## src/rtl/irq_csr_pkg.sv

```systemverilog
package irq_csr_pkg;

    localparam int REG_W  = 64;
    localparam int ADDR_W = 12;

    // interrupt bit positions
    localparam int B_SSW  = 1;
    localparam int B_VSW  = 2;
    localparam int B_MSW  = 3;
    localparam int B_STM  = 5;
    localparam int B_VTM  = 6;
    localparam int B_MTM  = 7;
    localparam int B_SEX  = 9;
    localparam int B_VEX  = 10;
    localparam int B_MEX  = 11;
    localparam int B_GEX  = 12;

    localparam logic [REG_W-1:0] SUP_SET  = (REG_W'(1) << B_SSW) | (REG_W'(1) << B_STM) | (REG_W'(1) << B_SEX);
    localparam logic [REG_W-1:0] GST_SET  = (REG_W'(1) << B_VSW) | (REG_W'(1) << B_VTM) | (REG_W'(1) << B_VEX);
    localparam logic [REG_W-1:0] MCH_SET  = (REG_W'(1) << B_MSW) | (REG_W'(1) << B_MTM) | (REG_W'(1) << B_MEX);
    localparam logic [REG_W-1:0] HYP_SET  = GST_SET | (REG_W'(1) << B_GEX);
    localparam logic [REG_W-1:0] DLG_SET  = SUP_SET | GST_SET;
    localparam logic [REG_W-1:0] ENA_SET  = MCH_SET | SUP_SET | HYP_SET;

    // register addresses
    localparam logic [ADDR_W-1:0] A_MDLG    = 12'h303;
    localparam logic [ADDR_W-1:0] A_MDLG_HI = 12'h313;
    localparam logic [ADDR_W-1:0] A_MENA    = 12'h304;
    localparam logic [ADDR_W-1:0] A_MENA_HI = 12'h314;
    localparam logic [ADDR_W-1:0] A_SENA    = 12'h104;
    localparam logic [ADDR_W-1:0] A_SENA_HI = 12'h114;
    localparam logic [ADDR_W-1:0] A_HDLG    = 12'h603;
    localparam logic [ADDR_W-1:0] A_HDLG_HI = 12'h613;
    localparam logic [ADDR_W-1:0] A_HENA    = 12'h604;
    localparam logic [ADDR_W-1:0] A_GENA    = 12'h204;
    localparam logic [ADDR_W-1:0] A_GENA_HI = 12'h214;

    // storage indices
    localparam int NUM_REGS = 3;
    localparam int IX_ENA   = 0;
    localparam int IX_MDLG  = 1;
    localparam int IX_HDLG  = 2;

    typedef enum logic [2:0] {
        VW_NONE, VW_MDLG, VW_MENA, VW_SENA, VW_HDLG, VW_HENA, VW_GENA
    } view_e;

    typedef struct packed {
        view_e view;
        logic  hi;
        logic  redir;
        logic  legal;
    } dec_t;

    typedef struct packed {
        logic has_h;
        logic has_s;
        logic ext_irq;
        logic xlen32;
        logic virt;
    } cfg_t;

    function automatic logic [REG_W-1:0] merge_bits(input logic [REG_W-1:0] cur,
                                                    input logic [REG_W-1:0] nv,
                                                    input logic [REG_W-1:0] msk);
        return (cur & ~msk) | (nv & msk);
    endfunction

    // supervisor positions lifted to guest positions, ORed over the rest
    function automatic logic [REG_W-1:0] lift_gst(input logic [REG_W-1:0] x);
        return (x & ~SUP_SET) | ((x & SUP_SET) << 1);
    endfunction

    function automatic logic [REG_W-1:0] drop_gst(input logic [REG_W-1:0] x);
        return (x & GST_SET) >> 1;
    endfunction

endpackage

```

## src/rtl/irq_csr_decode.sv

```systemverilog
module irq_csr_decode
    import irq_csr_pkg::*;
#(
    parameter int AW = ADDR_W
) (
    input  logic [AW-1:0] addr,
    input  cfg_t          cfg,
    output dec_t          dec
);
    logic hi_ok, hyp_ok;

    always_comb begin
        hi_ok  = cfg.ext_irq & cfg.xlen32;
        hyp_ok = cfg.has_h & cfg.has_s;
        dec    = '{view: VW_NONE, hi: 1'b0, redir: 1'b0, legal: 1'b0};
        unique case (addr)
            A_MDLG:    dec = '{view: VW_MDLG, hi: 1'b0, redir: 1'b0, legal: 1'b1};
            A_MDLG_HI: dec = '{view: VW_MDLG, hi: 1'b1, redir: 1'b0, legal: hi_ok};
            A_MENA:    dec = '{view: VW_MENA, hi: 1'b0, redir: 1'b0, legal: 1'b1};
            A_MENA_HI: dec = '{view: VW_MENA, hi: 1'b1, redir: 1'b0, legal: hi_ok};
            A_SENA:    dec = '{view: cfg.virt ? VW_GENA : VW_SENA, hi: 1'b0,
                               redir: cfg.virt, legal: cfg.has_s};
            A_SENA_HI: dec = '{view: cfg.virt ? VW_GENA : VW_SENA, hi: 1'b1,
                               redir: cfg.virt, legal: hi_ok & cfg.has_s};
            A_HDLG:    dec = '{view: VW_HDLG, hi: 1'b0, redir: 1'b0, legal: hyp_ok};
            A_HDLG_HI: dec = '{view: VW_HDLG, hi: 1'b1, redir: 1'b0, legal: hi_ok & hyp_ok};
            A_HENA:    dec = '{view: VW_HENA, hi: 1'b0, redir: 1'b0, legal: hyp_ok};
            A_GENA:    dec = '{view: VW_GENA, hi: 1'b0, redir: 1'b0, legal: hyp_ok};
            A_GENA_HI: dec = '{view: VW_GENA, hi: 1'b1, redir: 1'b0, legal: hi_ok & hyp_ok};
            default:   dec = '{view: VW_NONE, hi: 1'b0, redir: 1'b0, legal: 1'b0};
        endcase
    end
endmodule

```

## src/rtl/irq_csr_datapath.sv

```systemverilog
module irq_csr_datapath
    import irq_csr_pkg::*;
#(
    parameter int W = REG_W,
    parameter int N = NUM_REGS
) (
    input  dec_t                dec,
    input  cfg_t                cfg,
    input  logic [W-1:0]        wdata,
    input  logic [W-1:0]        wmask,
    input  logic [N-1:0][W-1:0] cur,
    output logic [N-1:0][W-1:0] nxt,
    output logic [N-1:0]        upd,
    output logic [W-1:0]        rdata
);
    localparam int HALF = W / 2;

    logic [W-1:0] nv, wm, src, emask, old;
    logic [W-1:0] ena, mdlg, hdlg;
    logic         ena_tgt;

    always_comb begin
        ena  = cur[IX_ENA];
        mdlg = cur[IX_MDLG];
        hdlg = cur[IX_HDLG];

        // place the port value into the 64-bit register frame
        if (dec.hi) begin
            nv = {wdata[HALF-1:0], {HALF{1'b0}}};
            wm = {wmask[HALF-1:0], {HALF{1'b0}}};
        end else if (cfg.xlen32) begin
            nv = {{HALF{1'b0}}, wdata[HALF-1:0]};
            wm = {{HALF{1'b0}}, wmask[HALF-1:0]};
        end else begin
            nv = wdata;
            wm = wmask;
        end

        old     = '0;
        src     = nv;
        emask   = '0;
        ena_tgt = 1'b0;
        nxt     = cur;
        upd     = '0;

        unique case (dec.view)
            VW_MDLG: begin
                old           = mdlg;
                nxt[IX_MDLG]  = merge_bits(mdlg, nv, wm & DLG_SET);
                if (cfg.has_h) nxt[IX_MDLG] = nxt[IX_MDLG] | HYP_SET;
                upd[IX_MDLG]  = 1'b1;
            end
            VW_MENA: begin
                old     = ena;
                emask   = wm & ENA_SET;
                ena_tgt = 1'b1;
            end
            VW_SENA: begin
                old     = ena & mdlg & SUP_SET;
                emask   = wm & mdlg & SUP_SET;
                ena_tgt = 1'b1;
            end
            VW_HDLG: begin
                old           = hdlg & GST_SET;
                nxt[IX_HDLG]  = merge_bits(hdlg, nv, wm & GST_SET);
                upd[IX_HDLG]  = 1'b1;
            end
            VW_HENA: begin
                old     = ena & HYP_SET;
                emask   = wm & HYP_SET;
                ena_tgt = 1'b1;
            end
            VW_GENA: begin
                src     = lift_gst(nv);
                emask   = lift_gst(wm) & hdlg & GST_SET;
                old     = drop_gst(ena & hdlg);
                if (dec.redir) old = old & mdlg & SUP_SET;
                ena_tgt = 1'b1;
            end
            default: ;
        endcase

        if (ena_tgt) begin
            nxt[IX_ENA] = merge_bits(ena, src, emask);
            if (!cfg.has_h) nxt[IX_ENA][B_GEX] = 1'b0;
            upd[IX_ENA] = 1'b1;
        end

        rdata = dec.hi ? (old >> HALF) : old;
        if (cfg.xlen32) rdata[W-1:HALF] = '0;

        if (!dec.legal) begin
            rdata = '0;
            upd   = '0;
        end
    end
endmodule

```

## src/rtl/irq_csr_reg.sv

```systemverilog
module irq_csr_reg #(
    parameter int W = 64
) (
    input  logic         clk,
    input  logic         rst,
    input  logic         load,
    input  logic [W-1:0] d,
    output logic [W-1:0] q
);
    always_ff @(posedge clk) begin
        if (rst)       q <= '0;
        else if (load) q <= d;
    end
endmodule

```

## src/rtl/irq_csr_unit.sv

```systemverilog
module irq_csr_unit
    import irq_csr_pkg::*;
#(
    parameter int AW = ADDR_W,
    parameter int W  = REG_W,
    parameter int N  = NUM_REGS
) (
    input  logic          clk,
    input  logic          rst,
    input  logic          acc_valid,
    input  logic [AW-1:0] acc_addr,
    input  logic [W-1:0]  acc_wdata,
    input  logic [W-1:0]  acc_wmask,
    input  logic          cfg_has_h,
    input  logic          cfg_has_s,
    input  logic          cfg_ext_irq,
    input  logic          cfg_xlen32,
    input  logic          cfg_virt,
    output logic [W-1:0]  acc_rdata,
    output logic          acc_illegal
);
    cfg_t                cfg;
    dec_t                dec;
    logic [N-1:0][W-1:0] state_q;
    logic [N-1:0][W-1:0] state_d;
    logic [N-1:0]        upd;
    logic [W-1:0]        dp_rdata;

    assign cfg = '{has_h: cfg_has_h, has_s: cfg_has_s, ext_irq: cfg_ext_irq,
                   xlen32: cfg_xlen32, virt: cfg_virt};

    irq_csr_decode #(.AW(AW)) u_dec (
        .addr (acc_addr),
        .cfg  (cfg),
        .dec  (dec)
    );

    irq_csr_datapath #(.W(W), .N(N)) u_dp (
        .dec   (dec),
        .cfg   (cfg),
        .wdata (acc_wdata),
        .wmask (acc_wmask),
        .cur   (state_q),
        .nxt   (state_d),
        .upd   (upd),
        .rdata (dp_rdata)
    );

    for (genvar i = 0; i < N; i++) begin : g_reg
        irq_csr_reg #(.W(W)) u_reg (
            .clk  (clk),
            .rst  (rst),
            .load (acc_valid & upd[i]),
            .d    (state_d[i]),
            .q    (state_q[i])
        );
    end

    assign acc_rdata   = acc_valid ? dp_rdata : '0;
    assign acc_illegal = acc_valid & ~dec.legal;
endmodule

```

## config.mk

```make
export PLATFORM = sky130hd
export DESIGN_NAME = irq_csr_unit
export DESIGN_NICKNAME = d
export VERILOG_FILES = /design/src/rtl/irq_csr_pkg.sv /design/src/rtl/irq_csr_decode.sv /design/src/rtl/irq_csr_datapath.sv /design/src/rtl/irq_csr_reg.sv /design/src/rtl/irq_csr_unit.sv
export SDC_FILE = /design/constraint.sdc
export NUM_CORES = 1
export LEC_CHECK = 0
export BUFFER_PORTS_ARGS = -buffer_cell sky130_fd_sc_hd__buf_2
export CORE_AREA = 2 2 83 85
export DETAILED_ROUTE_END_ITERATION = 8
export DIE_AREA = 0 0 85 87
export GPL_TIMING_DRIVEN = 0
export PLACE_DENSITY = 0.77
export RECOVER_POWER = 100
export SYNTH_ARGS = -nofsm -noshare
export SYNTH_HDL_FRONTEND = slang
export SYNTH_SLANG_ARGS = --single-unit
```

## constraint.sdc

```tcl
create_clock -name clk -period 7.8 [get_ports clk]
set_input_delay 1.56 -clock clk [delete_from_list [all_inputs] [get_ports clk]]
set_output_delay 1.56 -clock clk [all_outputs]
set_load 0.02 [all_outputs]
```

==> results of run 1 <==
==> worst min-delay path, delay by kind of cell (launching register included) <==
| family | cells | cell delay, ns |
|---|---|---|
| flip-flops | 1 | 0.31 |
| AO/OA/AOI/OAI | 2 | 0.13 |
==> path summary, 6_finish.rpt <==
check / start / endpoint
hold reg to reg: flip-flop / flip-flop
hold / removal: flip-flop / flip-flop
setup / recovery: acc_addr[0] / acc_rdata[5]
setup reg to reg: flip-flop / flip-flop
==> power groups by stage <==
stage	Clock, µW	Combinational (µW)	Sequential, µW
detailed placement	0	79.6	104
CTS	79.5	79.9	102
global placement	0	78.7	104
floorplan	0	60.1	104
global route	83.8	87.3	102
finish	79.2	80.7	102
==> through the flow <==
stage          setup WS [ns]  util (%)
4_1_cts                 2.14      43.1
3_3_place_gp            2.19      42.2
2_1_floorplan           2.62         -
6_report                1.58      42.3
3_5_place_dp            2.15      42.2
5_1_grt                 1.32      42.3
==> logic make-up (layout without fill, tap and decap cells) <==
family / count (synthesis) / after routing / share of synthesized area, %
other cells: 1 / 54 / 0.168
buf+inv: 69 / 121 / 20.8
mux: 11 / 11 / 5.09
flops: 20 / 20 / 17.9
simple gates: 110 / 110 / 29.7
compound gates: 79 / 79 / 26.3
==> metal layers <==
| metal | GRT usage (%) | wire, µm |
|---|---|---|
| met3 | 4.93 | 751 |
| met1 | 21.6 | 2700 |
| met5 | 0 | 13 |
| met2 | 24.9 | 2790 |
| met4 | 3.03 | 49 |
==> cells in the final DEF, fill, tap and decap left out, drive strengths merged, types with 4 or more instances in the layout <==
| master | n |
|---|---|
| buf | 94 |
| and2 | 8 |
| o21ai | 13 |
| nor2b | 4 |
| nand4b | 4 |
| and3 | 5 |
| mux2i | 8 |
| nand3 | 7 |
| dfxtp | 20 |
| clkbuf | 23 |
| a21oi | 17 |
| nand4 | 5 |
| nand2b | 5 |
| nor3 | 11 |
| nand2 | 14 |
| a32oi | 5 |
| a211oi | 5 |
| nor3b | 4 |
| conb | 54 |
| o211ai | 6 |
| or3 | 5 |
| a21boi | 5 |
| inv | 4 |
| nor2 | 23 |
==> area by class of cell <==
type | count | area (µm²)
tap | 80 | 100
inverter | 4 | 15.0
multi-input combinational | 254 | 1530
clock buffer | 4 | 55.1
fill | 697 | 3790
timing repair buffer | 48 | 228
sequential | 20 | 400
buffer | 65 | 448
==> flow_summary.json, run 1 <==
{
  "grt_overflow_total": 0,
  "max-cap-violations": 0,
  "finClkSkew_ns": 0.000931,
  "pwr-share-seq_pct": 39.0,
  "synth_flop_cell": "dfxtp_1",
  "cts.path.max_buffers": 2,
  "fp.dieW_um": 85,
  "syn_to_final_growth_pct": 24.2,
  "ys_types": 65,
  "criticalPathCategory": "primary input to output pin",
  "hold_path_depth": 2,
  "pwr-share-comb_pct": 30.8,
  "clock_latency_ns": 0.25,
  "holdBufCountCts": 0,
  "ys_seq_area_share_pct": 17.9,
  "tightest_slew_ns": 0.983,
  "ant_nets": 0,
  "vias": 2411,
  "row_count": 30,
  "drive_gt1_share_pct": 26.3,
  "switching_share_pct": 31.7,
  "synth_top_cell_by_area": "buf_4",
  "synthTopCellsByCount": "buf_4, nor2_1, dfxtp_1",
  "grt_pass1_vias": 1985,
  "viasPerCell": 5.08,
  "rsz0062_at_grt": "false",
  "final-hold-violation-count": 0,
  "required_ns": 6.24,
  "num_antenna_cells": 0,
  "cp-end-kind": "output pin",
  "clock-root-buffer": "clkbuf_8",
  "peakVddDrop_mv": 0.103,
  "core_area_um2": 6570,
  "yosysMostFrequentCell": "buf_4",
  "clkSinkCount": 20,
  "maxClockFrequency_ghz": 0.161,
  "ctsHtreeMaxLevel": 1,
  "grt.total_usage_pct": 15.9,
  "finalNonFillerCells": 475,
  "p_int_uw": 179,
  "power.total_uw": 262,
  "async_flop_share_pct": 0,
  "holdCritPathClass": "flip-flop to flip-flop",
  "yosys_warnings": 0,
  "setup_violations": 0,
  "min_period_ns": 6.22,
  "synth_cells": 290,
  "initialDrtViolationCount": 117,
  "port_buffers": 48,
  "grt_max_degree": 12,
  "final_area_um2": 2780,
  "synth-edff-count": 0,
  "reg2reg_slack_ns": 6.57,
  "route.detailed.drc": 0,
  "antenna_found_initial": 1,
  "fin_crit_sh_pct": 79.8,
  "crit_buf_inv": 3,
  "crit_chain": "clkbuf_1 > or3b_1 > clkbuf_1 > o21ai_0 > a22oi_1 > nor4bb_1 > a41o_1 > o21ai_0 > a21oi_1 > clkbuf_1",
  "reg2regPathDepth": 3,
  "whs_ns": 0.486,
  "arrival_ns": 4.66,
  "die_area_um2": 7400,
  "status": "finished, final reports clean",
  "pin_count": 213,
  "path_clk_slew_ns": 0.07,
  "routedWlPerCell_um": 13.3,
  "dp.cells": 471,
  "path_max_fanout": 8,
  "max-slew-margin-rel_pct": 33.6,
  "start_util_pct": 34.0,
  "cts_resized": 0,
  "cts_buffers": 3,
  "maxSlewViolCount": 0,
  "die_y_um": 87,
  "synth_area_um2": 2240,
  "finalSetupTns_ns": 0,
  "p_per_area_nw_per_um2": 94.3,
  "clkPwrFrac_pct": 30.2,
  "avgSynthCellArea_um2": 7.71,
  "drt_pre_antenna_iters": 5,
  "netSwitchingPower_uw": 83.0,
  "final_nets": 544,
  "critPathTopFamily": "simple AND/OR/NAND/NOR gates",
  "p_leak_uw": 0.00123,
  "start_kind": "primary input",
  "cts.repair_timing.setup_buffer_count": 0,
  "cp_slowest_cell": "nor4bb_1",
  "grt_pass1_wl_mm": 9.68,
  "max_stage_delay_ns": 0.88,
  "postPlaceCellArea_um2": 2780,
  "synth-seq-cells": 20,
  "routed_wl_mm": 6.31,
  "place.detailed.hpwl_mm": 5.10,
  "netlist.area_leader.share_pct": 18.1,
  "cp.depth": 10,
  "gp_congestion": 0.957,
  "crit_path_frequent_cell": "clkbuf_1",
  "synthTopCellsByArea": "buf_4, dfxtp_1, nor2_1",
  "tritoncts": "yes"
}
No activity file was read; power rests on OpenSTA's default activity.
==> inputs of run 2 (changes only) <==
Settings changed: CORE_AREA 2 2 83 85 to 2 2 84 86, DIE_AREA 0 0 85 87 to 0 0 86 88, PLACE_DENSITY 0.77 to 0.75.
Clock period 7.8 ns to 6.3 ns, I/O delays scaled along.
==> flow_summary.json, run 2 (synthesis gave the netlist of run 1 again) <==
{
  "clock_latency_ns": 0.26,
  "grt_max_degree": 11,
  "ctsHtreeMaxLevel": 1,
  "min_period_ns": 5.32,
  "p_leak_uw": 0.00126,
  "crit_buf_inv": 4,
  "antenna_found_initial": 1,
  "start_kind": "primary input",
  "postPlaceCellArea_um2": 2780,
  "grt_pass1_vias": 2069,
  "drive_gt1_share_pct": 27.4,
  "max_stage_delay_ns": 0.45,
  "reg2regPathDepth": 3,
  "holdBufCountCts": 0,
  "crit_path_frequent_cell": "clkbuf_1",
  "min_from": "g_reg[1].u_reg.q[12]$_SDFFE_PP0P_",
  "setup_slack_ns": 0.983,
  "rsz0062_at_grt": "false",
  "reg2reg_slack_ns": 5.05,
  "cts.path.max_buffers": 2,
  "grt_overflow_total": 0,
  "die_area_um2": 7570,
  "mostFrequentLayoutCells": "buf_4, conb_1, buf_2",
  "grt.total_usage_pct": 16.1,
  "fp.dieW_um": 86,
  "drt_pre_antenna_iters": 5,
  "viasPerCell": 5.14,
  "cts_resized": 0,
  "crit_chain": "clkbuf_1 > or3b_1 > clkbuf_1 > or3_4 > o22a_4 > a211oi_1 > clkbuf_1 > o21ai_0 > a21oi_1 > clkbuf_1",
  "vias": 2437,
  "start_util_pct": 33.7,
  "fin_crit_sh_pct": 84.4,
  "tightest_slew_ns": 0.942,
  "hold_path_depth": 2,
  "route.detailed.drc": 0,
  "cts_buffers": 3,
  "maxSlewViolCount": 0,
  "core_area_um2": 6640,
  "path_max_fanout": 10,
  "final_nets": 544,
  "initialDrtViolationCount": 126,
  "maxClockFrequency_ghz": 0.188,
  "setup_violations": 0,
  "min_to": "g_reg[1].u_reg.q[12]$_SDFFE_PP0P_",
  "row_count": 30,
  "fillers": 705,
  "finalSetupTns_ns": 0,
  "arrival_ns": 4.06,
  "peakVddDrop_mv": 0.0844,
  "cp-end-kind": "output pin",
  "max-cap-violations": 0,
  "status": "finished, final reports clean",
  "criticalPathCategory": "primary input to output pin",
  "die_y_um": 88,
  "final_area_um2": 2790,
  "syn_to_final_growth_pct": 24.8,
  "grt_pass1_wl_mm": 9.83,
  "final-hold-violation-count": 0,
  "tritoncts": "yes",
  "ant_nets": 0,
  "routed_wl_mm": 6.43,
  "num_antenna_cells": 0,
  "required_ns": 5.04,
  "gp_congestion": 0.937,
  "max-slew-margin-rel_pct": 37.1,
  "p_per_area_nw_per_um2": 111,
  "holdCritPathClass": "flip-flop to flip-flop",
  "routedWlPerCell_um": 13.6,
  "critPathTopFamily": "buffers and inverters",
  "cts.repair_timing.setup_buffer_count": 0,
  "pin_count": 213,
  "clkSinkCount": 20,
  "finClkSkew_ns": 0.000321,
  "place.detailed.hpwl_mm": 5.09,
  "cp_slowest_cell": "or3_4",
  "dp_slack_ns": 1.32,
  "clock-root-buffer": "clkbuf_8",
  "path_clk_slew_ns": 0.07,
  "port_buffers": 48,
  "whs_ns": 0.471
}
[run 2: tightest hold or removal path, delay by kind of cell, from the launching register on]
kind,cells,cell delay [ns]
AOI/OAI and AO/OA,1,0.04
DFF,1,0.33
and+or+nand+nor,1,0.07
[run 2: area by class of cell]
cell class                 instances  area [µm²]  share of cell area, %
sequential                        20         400                   14.3
tap                               80         100                   3.59
buffer                            65         449                   16.1
inverter                           4        15.0                  0.538
multi-input combinational        254        1560                   55.7
timing repair buffer              48         229                   8.21
clock buffer                       3        41.3                   1.48
[run 2: worst max-delay path by stage]
stage / start / end / cells after the start
6_report: acc_addr[0] / acc_rdata[5] / 10
5_1_grt: acc_addr[5] / acc_rdata[7] / 8
4_1_cts: acc_addr[0] / acc_rdata[2] / 10
3_5_place_dp: acc_addr[0] / acc_rdata[2] / 10
3_3_place_gp: acc_addr[0] / acc_rdata[2] / 10
2_1_floorplan: acc_addr[0] / acc_rdata[10] / 8
[run 2: routing by layer]
layer / share of wire [%] / GRT usage [%]
met1: 42 / 23.3
met4: 1.2 / 4.47
met5: 0.20 / 0
met2: 44 / 24.5
met3: 13 / 2.73
[run 2: stage by stage]
stage | std cells | total power [µW] | utilization (%)
after floorplan | 343 | 204 | -
after global placement | 471 | 227 | 41.8
after detailed placement | 471 | 228 | 41.8
after CTS | 474 | 309 | 42.4
after global routing | 474 | 325 | 42.0
final | 474 | 311 | 42.0
[run 2: power by group]
group,switching (µW),internal (µW)
Sequential,0.0000384,126
Clock,40.9,42.6
Combinational,61.0,39.9
==> inputs of run 3 (changes only) <==
Settings changed: CORE_AREA 2 2 84 86 to unset, CORE_ASPECT_RATIO set to 1.1, CORE_UTILIZATION set to 34, DIE_AREA 0 0 86 88 to unset, PLACE_DENSITY 0.75 to 0.79.
Clock period 6.3 ns to 4.53 ns, I/O delays scaled along.
==> flow_summary.json, run 3 (synthesis gave the netlist of run 1 again) <==
{
  "p_per_area_nw_per_um2": 155,
  "drive_gt1_share_pct": 28.7,
  "status": "finished, final reports clean",
  "maxClockFrequency_ghz": 0.224,
  "mostFrequentLayoutCells": "buf_4, conb_1, buf_2",
  "fp.dieW_um": 79.3,
  "criticalPathCategory": "primary input to output pin",
  "vias": 2410,
  "place.detailed.hpwl_mm": 5.01,
  "grt_pass1_vias": 1995,
  "die_area_um2": 6900,
  "clock-root-buffer": "clkbuf_8",
  "required_ns": 3.62,
  "ant_nets": 0,
  "path_max_fanout": 8,
  "route.detailed.drc": 0,
  "peakVddDrop_mv": 0.127,
  "cp-end-kind": "output pin",
  "cts_resized": 0,
  "syn_to_final_growth_pct": 24.8,
  "start_util_pct": 35.7,
  "tritoncts": "yes",
  "viasPerCell": 5.08,
  "p_leak_uw": 0.00129,
  "port_buffers": 48,
  "cts_buffers": 3,
  "arrival_ns": 3.56,
  "clkSinkCount": 20,
  "initialDrtViolationCount": 231,
  "setup_violations": 0,
  "holdCritPathClass": "flip-flop to flip-flop",
  "antenna_found_initial": 1,
  "final_area_um2": 2790,
  "drt_pre_antenna_iters": 5,
  "maxSlewViolCount": 0,
  "final_nets": 544,
  "routedWlPerCell_um": 12.9,
  "row_count": 30,
  "ctsHtreeMaxLevel": 1,
  "clock_latency_ns": 0.26,
  "cts.path.max_buffers": 2,
  "grt_max_degree": 11,
  "max-cap-violations": 0,
  "grt_pass1_wl_mm": 9.67,
  "core_area_um2": 6270,
  "rsz0062_at_grt": "false",
  "finalSetupTns_ns": 0,
  "holdBufCountCts": 0,
  "path_clk_slew_ns": 0.07,
  "grt_overflow_total": 0,
  "start_kind": "primary input",
  "postPlaceCellArea_um2": 2780,
  "routed_wl_mm": 6.12,
  "fin_crit_sh_pct": 98.5,
  "tightest_slew_ns": 0.590,
  "num_antenna_cells": 0,
  "die_y_um": 87.1,
  "max-slew-margin-rel_pct": 60.4,
  "min_period_ns": 4.46,
  "cts.repair_timing.setup_buffer_count": 0,
  "pin_count": 213,
  "grt.total_usage_pct": 17.6,
  "power.total_uw": 432,
  "finClkSkew_ns": 0.000651,
  "gp_congestion": 0.925,
  "final-hold-violation-count": 0
}
==> run 3: per-stage QoR <==
step	std cells	setup slack (ns)	hold WS [ns]	utilization, %
floorplan	343	0.658	0.438	-
global placement	471	0.220	0.455	44.3
detailed placement	471	0.227	0.471	44.3
CTS	474	0.215	0.485	44.9
global route	474	0.0205	0.522	44.5
finish	474	0.0684	0.479	44.5
==> run 3: area by class of cell <==
cell class,instances,area [µm²]
Multi-Input combinational cell,254,1550
Buffer,65,449
Tap cell,80,100
Sequential cell,20,400
Timing Repair Buffer,48,236
Inverter,4,15.0
Clock buffer,3,41.3
Fill cell,653,3480
==> run 3: layer usage <==
metal	GRT usage [%]	vias to the layer above	wire length, µm	part of all wire [%]
met1	23.6	1049	2490	41
met4	4.96	2	118	1.9
met2	29.3	153	2800	46
met5	0	-	8	0.13
li1	-	1189	-	-
met3	2.51	17	695	11
==> run 3: critical path, stage by stage <==
cell and delay (ns):
buf_2 0.12, or3b_1 0.36, clkbuf_1 0.22, or3_1 0.49, o22a_4 0.27, nand2b_1 0.21, mux2i_1 0.47, a222oi_1 0.19
nor2_1 0.13, clkbuf_2 0.18
==> run 3: worst paths after layout <==
check / from / to / slack, ns / cells after the start
worst max-delay path: acc_addr[0] / acc_rdata[6] / 0.07 / 10
worst min-delay path: g_reg[1].u_reg.q[12]$_SDFFE_PP0P_ / g_reg[1].u_reg.q[12]$_SDFFE_PP0P_ / 0.48 / 2
worst max register to register: flip-flop / flip-flop / 3.26 / 3
worst min register to register: g_reg[1].u_reg.q[12]$_SDFFE_PP0P_ / g_reg[1].u_reg.q[12]$_SDFFE_PP0P_ / 0.48 / 2
==> run 3: power breakdown <==
| part | leakage, µW | switching [µW] | internal (µW) | total [µW] |
|---|---|---|---|---|
| Combinational | 0.00110 | 83.4 | 55.7 | 139 |
| Sequential | 0.000161 | 0.0000561 | 176 | 176 |
| Clock | 0.0000216 | 57.9 | 59.3 | 117 |
